<file path="src/rtl/bfly_pkg.sv">
package bfly_pkg;

  localparam int unsigned NUM_LANES = 2;

  // strobes from control to datapath, one bit per output lane
  typedef struct packed {
    logic [NUM_LANES-1:0] load;  // capture a packet into the output slot
    logic [NUM_LANES-1:0] sel;   // which input lane feeds the slot
  } xbarStrobe_t;

endpackage

</file>
<file path="src/rtl/bfly_ctrl.sv">
module bfly_ctrl
  import bfly_pkg::*;
(
  input  logic                 clk,
  input  logic                 rstN,
  input  logic [NUM_LANES-1:0] inValid,
  input  logic [NUM_LANES-1:0] routeBit,
  input  logic [NUM_LANES-1:0] outReady,
  output logic [NUM_LANES-1:0] inReady,
  output logic [NUM_LANES-1:0] outValid,
  output xbarStrobe_t          strobe
);

  logic [NUM_LANES-1:0]                target;
  logic [NUM_LANES-1:0][NUM_LANES-1:0] req;     // req[output][input]
  logic [NUM_LANES-1:0]                win;
  logic [NUM_LANES-1:0]                loadV;
  logic [NUM_LANES-1:0]                slotFree;
  logic [NUM_LANES-1:0]                ptr;     // preferred input per output
  logic [NUM_LANES-1:0]                vld;

  // straight when the bit is 0, across when it is 1
  for (genvar i = 0; i < NUM_LANES; i++) begin : g_target
    assign target[i] = routeBit[i] ^ 1'(i);
  end

  for (genvar o = 0; o < NUM_LANES; o++) begin : g_out
    for (genvar i = 0; i < NUM_LANES; i++) begin : g_req
      assign req[o][i] = inValid[i] && (target[i] == 1'(o));
    end

    assign win[o]      = (req[o] == 2'b11) ? ptr[o] : req[o][1];
    assign slotFree[o] = !vld[o] || outReady[o];
    assign loadV[o]    = (|req[o]) && slotFree[o];

    always_ff @(posedge clk or negedge rstN) begin
      if (!rstN) begin
        vld[o] <= 1'b0;
        ptr[o] <= 1'b0;
      end else begin
        if (loadV[o]) begin
          vld[o] <= 1'b1;
        end else if (outReady[o]) begin
          vld[o] <= 1'b0;
        end
        if (loadV[o] && (req[o] == 2'b11)) begin
          ptr[o] <= ~win[o];
        end
      end
    end

    AST_HOLD_VALID: assert property (@(posedge clk) disable iff (!rstN)
      (vld[o] && !outReady[o]) |=> vld[o]);

    AST_RR_ALTERNATE: assert property (@(posedge clk) disable iff (!rstN)
      ($past(loadV[o] && (req[o] == 2'b11)) && loadV[o] && (req[o] == 2'b11))
        |-> (win[o] != $past(win[o])));
  end

  always_comb begin
    strobe.load = loadV;
    strobe.sel  = win;
  end

  for (genvar i = 0; i < NUM_LANES; i++) begin : g_ready
    assign inReady[i] = inValid[i] && loadV[target[i]] && (win[target[i]] == 1'(i));
  end

  assign outValid = vld;

  AST_ONE_WINNER: assert property (@(posedge clk) disable iff (!rstN)
    (target[0] == target[1]) |-> !(inReady[0] && inReady[1]));

  AST_BOTH_PASS: assert property (@(posedge clk) disable iff (!rstN)
    (inValid == 2'b11 && target[0] != target[1] && slotFree == 2'b11)
      |-> (inReady == 2'b11));

endmodule

</file>
<file path="src/rtl/bfly_dpath.sv">
module bfly_dpath
  import bfly_pkg::*;
#(
  parameter int unsigned W = 8
) (
  input  logic                         clk,
  input  logic                         rstN,
  input  xbarStrobe_t                  strobe,
  input  logic [NUM_LANES-1:0][W-1:0]  inWord,
  output logic [NUM_LANES-1:0][W-1:0]  outWord
);

  logic [NUM_LANES-1:0][W-1:0] slot;

  for (genvar o = 0; o < NUM_LANES; o++) begin : g_slot
    always_ff @(posedge clk or negedge rstN) begin
      if (!rstN) begin
        slot[o] <= '0;
      end else if (strobe.load[o]) begin
        slot[o] <= inWord[strobe.sel[o]];
      end
    end
  end

  assign outWord = slot;

endmodule

</file>
<file path="src/rtl/bfly_switch2x2.sv">
module bfly_switch2x2
  import bfly_pkg::*;
#(
  parameter int unsigned ADDR_W = 3,
  parameter int unsigned DATA_W = 8,
  parameter int unsigned STAGE  = 1
) (
  input  logic              clk,
  input  logic              rstN,
  input  logic              in0Valid,
  output logic              in0Ready,
  input  logic [ADDR_W-1:0] in0Addr,
  input  logic [DATA_W-1:0] in0Data,
  input  logic              in1Valid,
  output logic              in1Ready,
  input  logic [ADDR_W-1:0] in1Addr,
  input  logic [DATA_W-1:0] in1Data,
  output logic              out0Valid,
  input  logic              out0Ready,
  output logic [ADDR_W-1:0] out0Addr,
  output logic [DATA_W-1:0] out0Data,
  output logic              out1Valid,
  input  logic              out1Ready,
  output logic [ADDR_W-1:0] out1Addr,
  output logic [DATA_W-1:0] out1Data
);

  localparam int unsigned PKT_W = ADDR_W + DATA_W;

  xbarStrobe_t                     strobe;
  logic [NUM_LANES-1:0]            inReadyV;
  logic [NUM_LANES-1:0]            outValidV;
  logic [NUM_LANES-1:0][PKT_W-1:0] inWord;
  logic [NUM_LANES-1:0][PKT_W-1:0] outWord;

  assign inWord[0] = {in0Addr, in0Data};
  assign inWord[1] = {in1Addr, in1Data};

  bfly_ctrl u_ctrl (
    .clk      (clk),
    .rstN     (rstN),
    .inValid  ({in1Valid, in0Valid}),
    .routeBit ({in1Addr[STAGE], in0Addr[STAGE]}),
    .outReady ({out1Ready, out0Ready}),
    .inReady  (inReadyV),
    .outValid (outValidV),
    .strobe   (strobe)
  );

  bfly_dpath #(.W(PKT_W)) u_dpath (
    .clk     (clk),
    .rstN    (rstN),
    .strobe  (strobe),
    .inWord  (inWord),
    .outWord (outWord)
  );

  assign in0Ready  = inReadyV[0];
  assign in1Ready  = inReadyV[1];
  assign out0Valid = outValidV[0];
  assign out1Valid = outValidV[1];
  assign {out0Addr, out0Data} = outWord[0];
  assign {out1Addr, out1Data} = outWord[1];

  AST_STRAIGHT_ROUTE: assert property (@(posedge clk) disable iff (!rstN)
    (in0Valid && in0Ready && !in0Addr[STAGE])
      |=> (out0Valid && out0Data == $past(in0Data) && out0Addr == $past(in0Addr)));

  AST_CROSS_ROUTE: assert property (@(posedge clk) disable iff (!rstN)
    (in0Valid && in0Ready && in0Addr[STAGE])
      |=> (out1Valid && out1Data == $past(in0Data) && out1Addr == $past(in0Addr)));

  AST_OUT0_STEADY: assert property (@(posedge clk) disable iff (!rstN)
    (out0Valid && !out0Ready) |=> ($stable(out0Data) && $stable(out0Addr)));

  AST_OUT1_STEADY: assert property (@(posedge clk) disable iff (!rstN)
    (out1Valid && !out1Ready) |=> ($stable(out1Data) && $stable(out1Addr)));

endmodule

</file>
<file path="config.mk">
export PLATFORM = sky130hd
export DESIGN_NAME = bfly_switch2x2
export DESIGN_NICKNAME = d
export VERILOG_FILES = /design/src/rtl/bfly_pkg.sv /design/src/rtl/bfly_ctrl.sv /design/src/rtl/bfly_dpath.sv /design/src/rtl/bfly_switch2x2.sv
export SDC_FILE = /design/constraint.sdc
export NUM_CORES = 1
export LEC_CHECK = 0
export BUFFER_PORTS_ARGS = -buffer_cell sky130_fd_sc_hd__buf_2
export CAP_MARGIN = 20
export CORE_MARGIN = 3
export CORE_UTILIZATION = 40
export CTS_CLUSTER_DIAMETER = 30
export CTS_CLUSTER_SIZE = 30
export DETAILED_ROUTE_END_ITERATION = 6
export PLACE_DENSITY = 0.72
export SLEW_MARGIN = 10
export SYNTH_ARGS = -nofsm -noshare
export SYNTH_HDL_FRONTEND = slang
export SYNTH_HIERARCHICAL = 1
export SYNTH_SLANG_ARGS = --single-unit
export TNS_END_PERCENT = 50
</file>
<file path="constraint.sdc">
create_clock -name clk -period 2 [get_ports clk]
set_input_delay 0.4 -clock clk [delete_from_list [all_inputs] [get_ports clk]]
set_output_delay 0.4 -clock clk [all_outputs]
set_load 0.05 [all_outputs]
</file>
Yosys cells after proc, flatten, opt, wreduce, memory -nomap -nowiden
Cells that the tools add are included.
- word-level logic and storage cells: 55
- output and inout port bits: 26
- register bits: 26
- eq/ne operators: 2
- mux-type cells: 18
- magnitude comparators: 4
- bitwise logic cells: 5
- reductions and logical operators: 20
- operators with widths (kind ; count):
    2-to-1 mux 11 bit ; 4
    2-to-1 mux 1 bit ; 14
    logical AND 1 bit ; 12
    less-than comparator 1 x 2 -> 1 bit (second input constant) ; 4
    inverter 1 bit ; 5
    == test 2 bit (second input constant) ; 2
    nonzero test 2 bit ; 2
    OR reduction 2 bit ; 2
    logical NOT 1 bit ; 2
    logical OR 1 bit ; 2

Logic depth before layout (Yosys ltp)
Gate-level depths: netlist (run 1).
- depth after elaboration: 8
- depth in mapped cells: 7
- mapped depth without buffers: 5

Cells and area by module
The synthesis (run 1) kept the hierarchy.
- by module, submodules not included (module ; area an instance (um^2) ; cells an instance ; seq. area each (um^2) ; instances):
    bfly_dpath ; 1003.5 ; 94 ; 550.5 ; 1
    bfly_ctrl ; 306.5 ; 35 ; 100.1 ; 1

Least setup slack after synthesis (run 1)
Ideal clock, no wire load.
- kind: flip-flop to output port
- from: reg u_ctrl.vld[1] (netlist: u_ctrl/outValid[1])
- to: out in1Ready
- stages on the path, launching flop included: 4
- buffers on the path: 0
- required time: 1.600 ns
- slack: 0.002 ns
- arrival time: 1.598 ns
- cell sequence: dfrtp_1 nand2b_1 o211ai_1 a21oi_1
- word-level cells in the longest chain between the ends: 7
- ends and longest elaborated chain (item ; RTL line ; RTL):
    start, declared ; bfly_ctrl.sv:20 ; logic [NUM_LANES-1:0] vld;
    start signal, assigned by index ; bfly_ctrl.sv:38 ; vld[o] <= 1'b0;
    start signal, assigned by index ; bfly_ctrl.sv:42 ; vld[o] <= 1'b1;
    start signal, assigned by index ; bfly_ctrl.sv:44 ; vld[o] <= 1'b0;
    logical NOT 1 bit ; bfly_ctrl.sv:33 ; assign slotFree[o] = !vld[o] || outReady[o];
    logical OR 1 bit ; bfly_ctrl.sv:33 ;
    logical AND 1 bit ; bfly_ctrl.sv:34 ; assign loadV[o] = (|req[o]) && slotFree[o];
    2-to-1 mux 1 bit (not written as such) (2 in series) ; bfly_ctrl.sv:66 ; assign inReady[i] = inValid[i] && loadV[target[i]] && (win[target[i]] == 1'(i));
    logical AND 1 bit (2 in series) ; bfly_ctrl.sv:66 ;
    end, declared ; bfly_switch2x2.sv:15 ; output logic in1Ready,
Every way passes these cells. The select of a mux whose other input is x is not followed.

Worst setup path after layout (run 1)
- from: reg u_ctrl.vld[0] (netlist: u_ctrl/outValid[0])
- to: out in0Ready
- word-level cells in the longest chain between the ends: 7
- ends and longest elaborated chain (item ; RTL line ; RTL):
    logical NOT 1 bit ; bfly_ctrl.sv:33 ;
    logical OR 1 bit ; bfly_ctrl.sv:33 ;
    logical AND 1 bit ; bfly_ctrl.sv:34 ;
    2-to-1 mux 1 bit (not written as such) (2 in series) ; bfly_ctrl.sv:66 ;
    logical AND 1 bit (2 in series) ; bfly_ctrl.sv:66 ;
    end, declared ; bfly_switch2x2.sv:11 ; output logic in0Ready,
Every way passes these cells. The select of a mux whose other input is x is not followed.

==> metrics.cfg, run 1 <==
[detailed_routing]
drcViolationCount=0
viasPerCell=5.07
wl_per_cell_um=14.3
wirelength_um=3240
vias=1150
first_iter_violations=57
firstDrtPassIters=4
ant_nets=0

[synth]
synth_top_area_frac=0.497
synth_top_family_by_area=multiplexers
synth_fa_ha_area_frac=0
synthTopCellsByCount=nor2_1, dfrtp_1, a21oi_1
synth_compound_area_frac=0.132
synth_simple_gate_area_frac=0.148
synth_area_sq_um=1310
synth_flop_cell=dfrtp_1
ys_warn_count=6
synth_cell_types=24
yosys.area_share.xor_xnor=0.0134
synthesis.nets=157
synth-edff-count=0
ys_seq_area_frac=0.497
syn_avg_cell_area_sq_um=10.2
syn_inst=129
yosys.cell_count.top_type=nor2_1
muxShareOfSynthArea=0.168
synth-seq-cells=26
async_reset_ff_frac=1.00
synth_area_leader_cell=dfrtp_1
synth_area_leaders=dfrtp_1, mux2i_1, a21oi_1

[sta]
rsz0062_at_grt=no
hold_ws_ns=0.0556
maxSlewViolCount=0
min_period_ns=1.92
max_clock_freq_mhz=521
finalHoldViolCount=0
worst_pin_slew_ns=0.588
slew_headroom=0.608
fin_skew_ns=0.00812
setup_viol=0
setup_slack_ns=0.0823
tns_ns=0
fin_crit_sh=0.959

[setup_path]
crit_path_end_kind=output port
worst_ep_arrival_time_ns=1.52
reg2regPathDepth=4
worstReg2RegEnd=u_dpath/outWord[14]
critical-path-max-stage-delay_ns=0.42
r2r_slack_ns=0.65
reg2reg_from=u_ctrl/ptr[1]
worst_setup_path_start_kind=flip-flop
crit_path_top_delay_cell=dfrtp_1
crit_chain=nor2b_1, a311oi_2, o21a_1, buf_6
cp_max_fo=4
path_class=reg2out
required_ns=1.60
startpoint=u_ctrl/outValid[0]

[power]
p_sw_frac=0.423
p_int_mw=1.03
p_comb_frac=0.400
p_sw_mw=0.753
p_clk_frac=0.201
ir_worst_vdd_uv=460
fin_total_pwr_mw=1.78
power_leakage_nw=0.772
p_per_area_nw_per_um2=1060
power_frac_seq=0.399

[global_route]
grt_pass1_vias=1238
grt_overflow_total=0
grt_pass1_wl_um=5430
grt_start_max_net_pins=27
grt_use_total=0.173
antenna_found_initial=0

[floorplanning]
design.core.area_sq_um=3080
initial_core_util=0.426
row_count=20
die_h_um=63.2
die_area_sq_um=4000
io_pins=54
die_x_um=63.2

[flow_run]
drv_cap=0

[cts]
clock-sinks=26
clkLatencyLatePin_ns=0.32
cts_buffers=3
htree_levels=1
clockRootBuffer=clkbuf_4
clk_pin_slew_ns=0.14
cts.path.max_buffers=2
holdBufCountCts=0
tritoncts=built

[place]
place_area_sq_um=1610
dpl.hpwl_um=2520
port_buffers=53
pre_cts_ws_ns=0.290
dp_cells=223
gp_congestion=0.826

[cells_and_area]
post-route-util=0.545
drive_gt1_frac=0.361
layoutNonFillerInstCount=227
multi_input_area_sq_um=611
diodes=0
final_nets=212
fillers=306
fin_area_sq_um=1680
seq_area_sq_um=651
areaGrowthSynthToFinish_pct=28.0

[run_status]
outcome=completed

[min_path]
min_path_type=in2async

==> repair_timing <==
action,4_1_cts,5_1_grt
resized for setup,1,3
endpoints found under the setup margin,1,2
setup buffers,0,0
==> metal layers <==
layer  vias up  routed length [um]  GRT usage
li1        556                   -          -
met1       545                1280      0.198
met2        47                1670      0.312
met3         2                 264     0.0535
met4         0                  13     0.0404
met5         -                   0          0
==> flip-flops by register name, summed over array words and instances (netlist names) <==
name / cells
u_ctrl/outValid: 2
u_ctrl/ptr: 2
u_dpath/outWord: 22
==> worst max-delay path by stage <==
stage                     endpoint  slack [ns]
2_1_floorplan             in1Ready       0.002
3_3_place_gp              in0Ready        0.32
3_5_place_dp   u_dpath/outWord[14]        0.29
4_1_cts                   in0Ready        0.03
5_1_grt                   in0Ready       0.005
6_report                  in0Ready        0.08
==> cell type report <==
cell class | instances | area share
clock buffer | 3 | 0.0134
clock inverter | 1 | 0.0179
timing repair buffer | 57 | 0.181
inverter | 1 | 0.00224
multi-input combinational | 95 | 0.364
tap | 44 | 0.0328
sequential | 26 | 0.388
==> critical path: cells and delay by family, from the launching register on <==
| kind | cells | cell delay (ns) |
|---|---|---|
| compound gates | 2 | 0.43 |
| flops | 1 | 0.42 |
| simple gates | 1 | 0.19 |
| buf+inv | 1 | 0.16 |
==> power by group through the flow <==
stage | Combinational (mW) | Sequential, mW | Clock [mW]
finish | 0.714 | 0.711 | 0.357
global placement | 0.701 | 0.714 | 0
detailed placement | 0.712 | 0.720 | 0
global route | 0.764 | 0.733 | 0.390
floorplan | 0.215 | 1.02 | 0
CTS | 0.714 | 0.712 | 0.366
==> placed cells by master, fill, tap and decap left out <==
cell type	instances
buf_6	1
dfrtp_1	26
a311oi_2	1
nand4_1	1
nand3b_1	1
nand2b_4	1
a21oi_1	24
nor2b_1	2
inv_1	1
xnor2_1	1
bufinv_16	1
buf_4	4
nor3_2	1
buf_2	51
clkbuf_4	4
o211ai_1	1
and2_1	1
nand2b_1	2
a22o_1	1
nor2_1	28
mux2i_1	22
nand2_1	3
nor2b_2	1
a211oi_2	1
xor2_1	1
o21a_1	2
==> logic make-up (layout without fill, tap and decap cells) <==
kind of cell | Yosys count | in the layout
compound gates | 30 | 30
xor+xnor | 2 | 2
buf+inv | 8 | 62
flops | 26 | 26
mux | 22 | 22
simple gates | 41 | 41
Note: power is estimated with default switching activity, not from simulation.
==> run 2, diff against run 1 <==
- BUFFER_PORTS_ARGS: -buffer_cell sky130_fd_sc_hd__buf_2 -> unset
- DONT_BUFFER_PORTS: unset -> 1
- PLACE_DENSITY: 0.72 -> 0.58
==> run 2 against run 1 <==
  * Highest routed layer unchanged
  * Largest power group is now sequential cells
  * Count of clock-buffer cells in the layout unchanged
  * First-iteration DRC count fell by 37%
  * Critical path depth unchanged
  * Largest cell class unchanged
==> metrics.cfg, run 2 (synthesis gave the netlist of run 1 again) <==
[power]
p_per_area_nw_per_um2=1060  ; -0.35%
fin_total_pwr_mw=1.52  ; -14%
ir_worst_vdd_uv=494  ; +7.3%
power_leakage_nw=0.592  ; -23%

[min_path]
min-delay-start=in0Valid
holdPathEnd=u_ctrl/outValid[1]
min_path_type=in2reg
holdPathStages=2

[setup_path]
path_class=reg2out
required_ns=1.60  ; about the same
startpoint=u_ctrl/outValid[0]
reg2regPathDepth=5  ; +1
crit_path_end_kind=output port
reg2reg_from=u_ctrl/ptr[0]
worst_ep_arrival_time_ns=1.45  ; -0.07 ns
r2r_slack_ns=0.71  ; +0.06 ns
cp_max_fo=4  ; unchanged
worstReg2RegEnd=u_dpath/outWord[2]
critical-path-max-stage-delay_ns=0.39  ; -0.03 ns
crit_path_top_delay_cell=dfrtp_1
crit_chain=nor2b_1, a311oi_1, o21a_1, buf_12
worst_setup_path_start_kind=flip-flop

[sta]
tns_ns=0  ; unchanged
worst_pin_slew_ns=0.492  ; -0.0961 ns
fin_skew_ns=0.00309  ; -0.00503 ns
min_period_ns=1.85  ; -0.0693 ns
rsz0062_at_grt=no
max_clock_freq_mhz=541  ; +3.7%
fin_crit_sh=0.924  ; -0.0346
slew_headroom=0.672  ; +0.0641
maxSlewViolCount=0  ; unchanged
setup_slack_ns=0.152  ; +0.0693 ns
finalHoldViolCount=0  ; unchanged
setup_viol=0  ; unchanged

[cts]
post-cts-setup-buffers=0  ; unchanged
cts_buffers=3  ; unchanged
cts.path.max_buffers=2  ; unchanged
clock-sinks=26  ; unchanged
clockRootBuffer=clkbuf_4
htree_levels=1  ; unchanged
tritoncts=built
clk_pin_slew_ns=0.13  ; about the same
clkLatencyLatePin_ns=0.31  ; about the same

[cells_and_area]
fillers=313  ; +2.3%
areaGrowthSynthToFinish_pct=9.84
fin_area_sq_um=1440  ; -14%
largest_register_ffs=22  ; unchanged
drive_gt1_frac=0.119  ; -0.242
diodes=0  ; unchanged
final_cell_mix=nor2_1, dfrtp_1, a21oi_1
final_nets=165  ; -22%
final_common_cell=nor2_1

[floorplanning]
die_x_um=63.2  ; unchanged
io_pins=54  ; unchanged
die_area_sq_um=4000  ; unchanged
die_h_um=63.2  ; unchanged
row_count=20  ; unchanged
initial_core_util=0.426  ; unchanged
design.core.area_sq_um=3080  ; unchanged

[place]
port_buffers=0  ; -100%
dpl.hpwl_um=2220  ; -12%
gp_congestion=0.772  ; -6.5%
place_area_sq_um=1390  ; -14%
pre_cts_ws_ns=0.467  ; +0.177 ns

[detailed_routing]
wl_per_cell_um=16.0  ; +12%
wirelength_um=2870  ; -11%
firstDrtPassIters=2  ; -2
first_iter_violations=36  ; -37%
viasPerCell=5.29  ; +4.4%
vias=947  ; -18%
ant_nets=0  ; unchanged
drcViolationCount=0  ; unchanged

[global_route]
grt_start_max_net_pins=27  ; unchanged
grt_pass1_vias=1072  ; -13%
grt_overflow_total=0  ; unchanged
antenna_found_initial=0  ; unchanged
grt_use_total=0.159  ; -0.0139
grt_pass1_wl_um=4940  ; -9.0%

[run_status]
outcome=completed

[flow_run]
drv_cap=0  ; unchanged

[run 2: repair_timing]
action                                 in CTS  in global routing
gates resized for setup                     0                  0
endpoints found under the hold margin      26                  0
hold buffers                                2                  0
[run 2: how the worst max path moves through the flow]
stage | to | slack [ns] | cells past startpoint
finish | in0Ready | 0.15 | 4
global route | in1Ready | 0.02 | 5
CTS | in0Ready | 0.12 | 4
detailed placement | in0Ready | 0.47 | 4
global placement | in0Ready | 0.49 | 4
floorplan | in1Ready | 0.002 | 3
[run 2: power by group]
group          leakage [nW]  switching (mW)  internal, mW
Sequential            0.288           0.392         0.627
Combinational         0.290           0.163         0.130
Clock                0.0138           0.141        0.0703
Total                 0.592           0.696         0.828
[run 2: area by class of cell]
class,instances,area (sq um),area share
Timing Repair Buffer,10,103,0.0713
Clock buffer,3,22.5,0.0157
Multi-Input combinational cell,95,604,0.420
Tap cell,44,55.1,0.0383
Inverter,1,3.75,0.00261
Sequential cell,26,651,0.452
[run 2: through the flow]
stage / util / cells / hold WS [ns]
4_1_cts: 0.467 / 179 / 0.222
2_1_floorplan: - / 129 / 0.104
5_1_grt: 0.467 / 179 / 0.221
3_3_place_gp: 0.450 / 174 / 0.105
6_report: 0.467 / 179 / 0.232
3_5_place_dp: 0.450 / 174 / 0.105
[run 2: worst max-delay path: cells and delay by family, from the launching register on]
family	cells	cell delay (ns)
flops	1	0.39
buf+inv	1	0.14
simple gates	1	0.17
compound gates	2	0.44
[run 2: routing by layer]
metal / GRT usage / share of wire
met5: 0 / 0
met4: 0.0485 / 0.0059
met3: 0.0713 / 0.12
met2: 0.278 / 0.50
met1: 0.171 / 0.37
==> run 3, diff against run 2 <==
==> constraint.sdc (replaced) <==
create_clock -name clk -period 2 [get_ports clk]
set_input_delay 0.4 -clock clk [delete_from_list [all_inputs] [get_ports clk]]
set_output_delay 0.4 -clock clk [all_outputs]
set_load 0.02 [all_outputs]
==> run 3 against run 2 <==
  * Worst setup slack worse by 0.020 ns
  * Total power down 15%
  * Worst hold slack worse by 0.0028 ns
  * Count of clock-buffer cells in the layout unchanged
  * First-iteration DRC count fell by 36%
  * Maximum frequency fell by 1.1%
  * Via count is 1.1% higher
  * Utilization fell by 1.3 points
  * Critical path depth is 1 lower
  * Combinational power down 15%
  * Highest routed layer unchanged
==> metrics.cfg, run 3 (synthesis gave the netlist of run 1 again) <==
[run_status]
outcome=completed

[sta]
setup_viol=0  ; unchanged
fin_skew_ns=0.00263  ; -0.000463 ns
tns_ns=0  ; unchanged
max_clock_freq_mhz=535  ; -1.1%
worst_pin_slew_ns=0.463  ; -0.0290 ns
finalHoldViolCount=0  ; unchanged
hold_ws_ns=0.229  ; -0.00285 ns
min_period_ns=1.87  ; +0.0196 ns
setup_slack_ns=0.132  ; -0.0196 ns
rsz0062_at_grt=no
maxSlewViolCount=0  ; unchanged
slew_headroom=0.692  ; +0.0203
fin_crit_sh=0.934  ; +0.00982

[detailed_routing]
vias=957  ; +1.1%
firstDrtPassIters=2  ; unchanged
drcViolationCount=0  ; unchanged
first_iter_violations=23  ; -36%
wirelength_um=2870  ; +0.10%
ant_nets=0  ; unchanged
viasPerCell=5.47  ; +3.4%
wl_per_cell_um=16.4  ; +2.4%

[setup_path]
cpLargestDelayFamily=compound AO/OA/AOI/OAI gates
crit_path_top_delay_cell=dfrtp_2
crit_chain=nor2b_1, a311oi_1, o21a_2
cp_max_fo=4  ; unchanged
critical-path-max-stage-delay_ns=0.48  ; +0.09 ns
path_class=reg2out
worst_setup_path_start_kind=flip-flop
cp_num_buf_inv=0  ; -1
required_ns=1.60  ; about the same
crit_path_end_kind=output port
worst_ep_arrival_time_ns=1.47  ; +0.02 ns

[cells_and_area]
largest_register_ffs=22  ; unchanged
final_common_cell=nor2_1
drive_gt1_frac=0.107  ; -0.0116
areaGrowthSynthToFinish_pct=6.78
post-route-util=0.454  ; -0.0130
diodes=0  ; unchanged
final_nets=161  ; -2.4%
final_cell_mix=nor2_1, dfrtp_1, a21oi_1

[global_route]
antenna_found_initial=0  ; unchanged
grt_start_max_net_pins=27  ; unchanged
grt_overflow_total=0  ; unchanged
grt_pass1_vias=1008  ; -6.0%
grt_pass1_wl_um=4680  ; -5.3%
grt_use_total=0.152  ; -0.00707

[place]
dpl.hpwl_um=2230  ; +0.32%
gp_congestion=0.732  ; -5.1%
pre_cts_ws_ns=0.429  ; -0.0379 ns
port_buffers=0  ; unchanged

[floorplanning]
die_h_um=63.2  ; unchanged
design.core.area_sq_um=3080  ; unchanged
die_area_sq_um=4000  ; unchanged
row_count=20  ; unchanged
initial_core_util=0.426  ; unchanged
io_pins=54  ; unchanged
die_x_um=63.2  ; unchanged

[cts]
clkLatencyLatePin_ns=0.31  ; about the same
tritoncts=built
cts_buffers=3  ; unchanged
post-cts-setup-buffers=0  ; unchanged
clk_pin_slew_ns=0.13  ; about the same
htree_levels=1  ; unchanged
clock-sinks=26  ; unchanged
cts.path.max_buffers=2  ; unchanged
clockRootBuffer=clkbuf_4

[power]
fin_total_pwr_mw=1.29  ; -15%
ir_worst_vdd_uv=380  ; -23%
p_comb_frac=0.191  ; about the same
p_sw_frac=0.369  ; -0.0880
power_leakage_nw=0.569  ; -3.9%
power_frac_seq=0.645  ; -0.024
p_per_area_nw_per_um2=925  ; -13%
p_sw_mw=0.477  ; -31%
p_int_mw=0.816  ; -1.4%
p_clk_frac=0.163  ; +0.024

[min_path]
min_path_type=in2reg

[flow_run]
drv_cap=0  ; unchanged

[run 3: cell types whose count changed in the layout (fill, tap and decap cells not counted), sizes merged]
cell and change:
buf -4
[run 3: timing repair]
item,in CTS,in global routing
endpoints found under the setup margin,0,1
hold endpoints to repair,26,0
resized for setup,0,2
hold buffers,2,0
[run 3: stage by stage]
stage               instances  instance area, sq um
floorplan                 129                  1310
global placement          170                  1340
detailed placement        170                  1340
CTS                       175                  1400
global route              175                  1400
finish                    175                  1400
[run 3: path summary, 6_finish.rpt]
| kind | from | to | slack [ns] | cells past startpoint |
|---|---|---|---|---|
| setup / recovery | u_ctrl/outValid[0] | in0Ready | 0.13 | 3 |
| hold / removal | in0Valid | u_ctrl/outValid[1] | 0.23 | 2 |
| setup reg to reg | u_ctrl/outValid[0] | u_dpath/outWord[10] | 0.65 | 5 |
| hold reg to reg | u_ctrl/ptr[0] | u_ctrl/ptr[0] | 0.55 | 1 |
| max in group asynchronous | rstN | u_ctrl/outValid[0] | 1.33 | 2 |
| min in group asynchronous | rstN | u_ctrl/outValid[1] | 0.50 | 2 |
[run 3: layout make-up]
type	instances	area [sq um]
fill	318	1680
sequential	26	652
multi-input combinational	95	606
timing repair buffer	6	60.1
tap	44	55.1
clock buffer	3	22.5
inverter	1	3.75
[run 3: worst register-to-register path, stage by stage (launching register included)]
cell,delay [ns]
dfrtp_2,0.45
nor2b_1,0.31
nor2_1,0.09
buf_4,0.21
nor2_1,0.13
a21oi_1,0.05
[run 3: power groups by stage]
stage	registers [mW]	clock network, mW	logic, mW
floorplan	0.820	0	0.203
global placement	0.844	0	0.226
detailed placement	0.848	0	0.235
CTS	0.838	0.221	0.252
global route	0.853	0.244	0.282
finish	0.835	0.211	0.248
[run 3: metal layers]
metal  wire, um  global-route usage  part of all wire
met1       1040               0.155              0.36
met2       1450               0.265              0.51
met3        359              0.0820              0.13
met4         16              0.0485            0.0056
met5          0                   0                 0
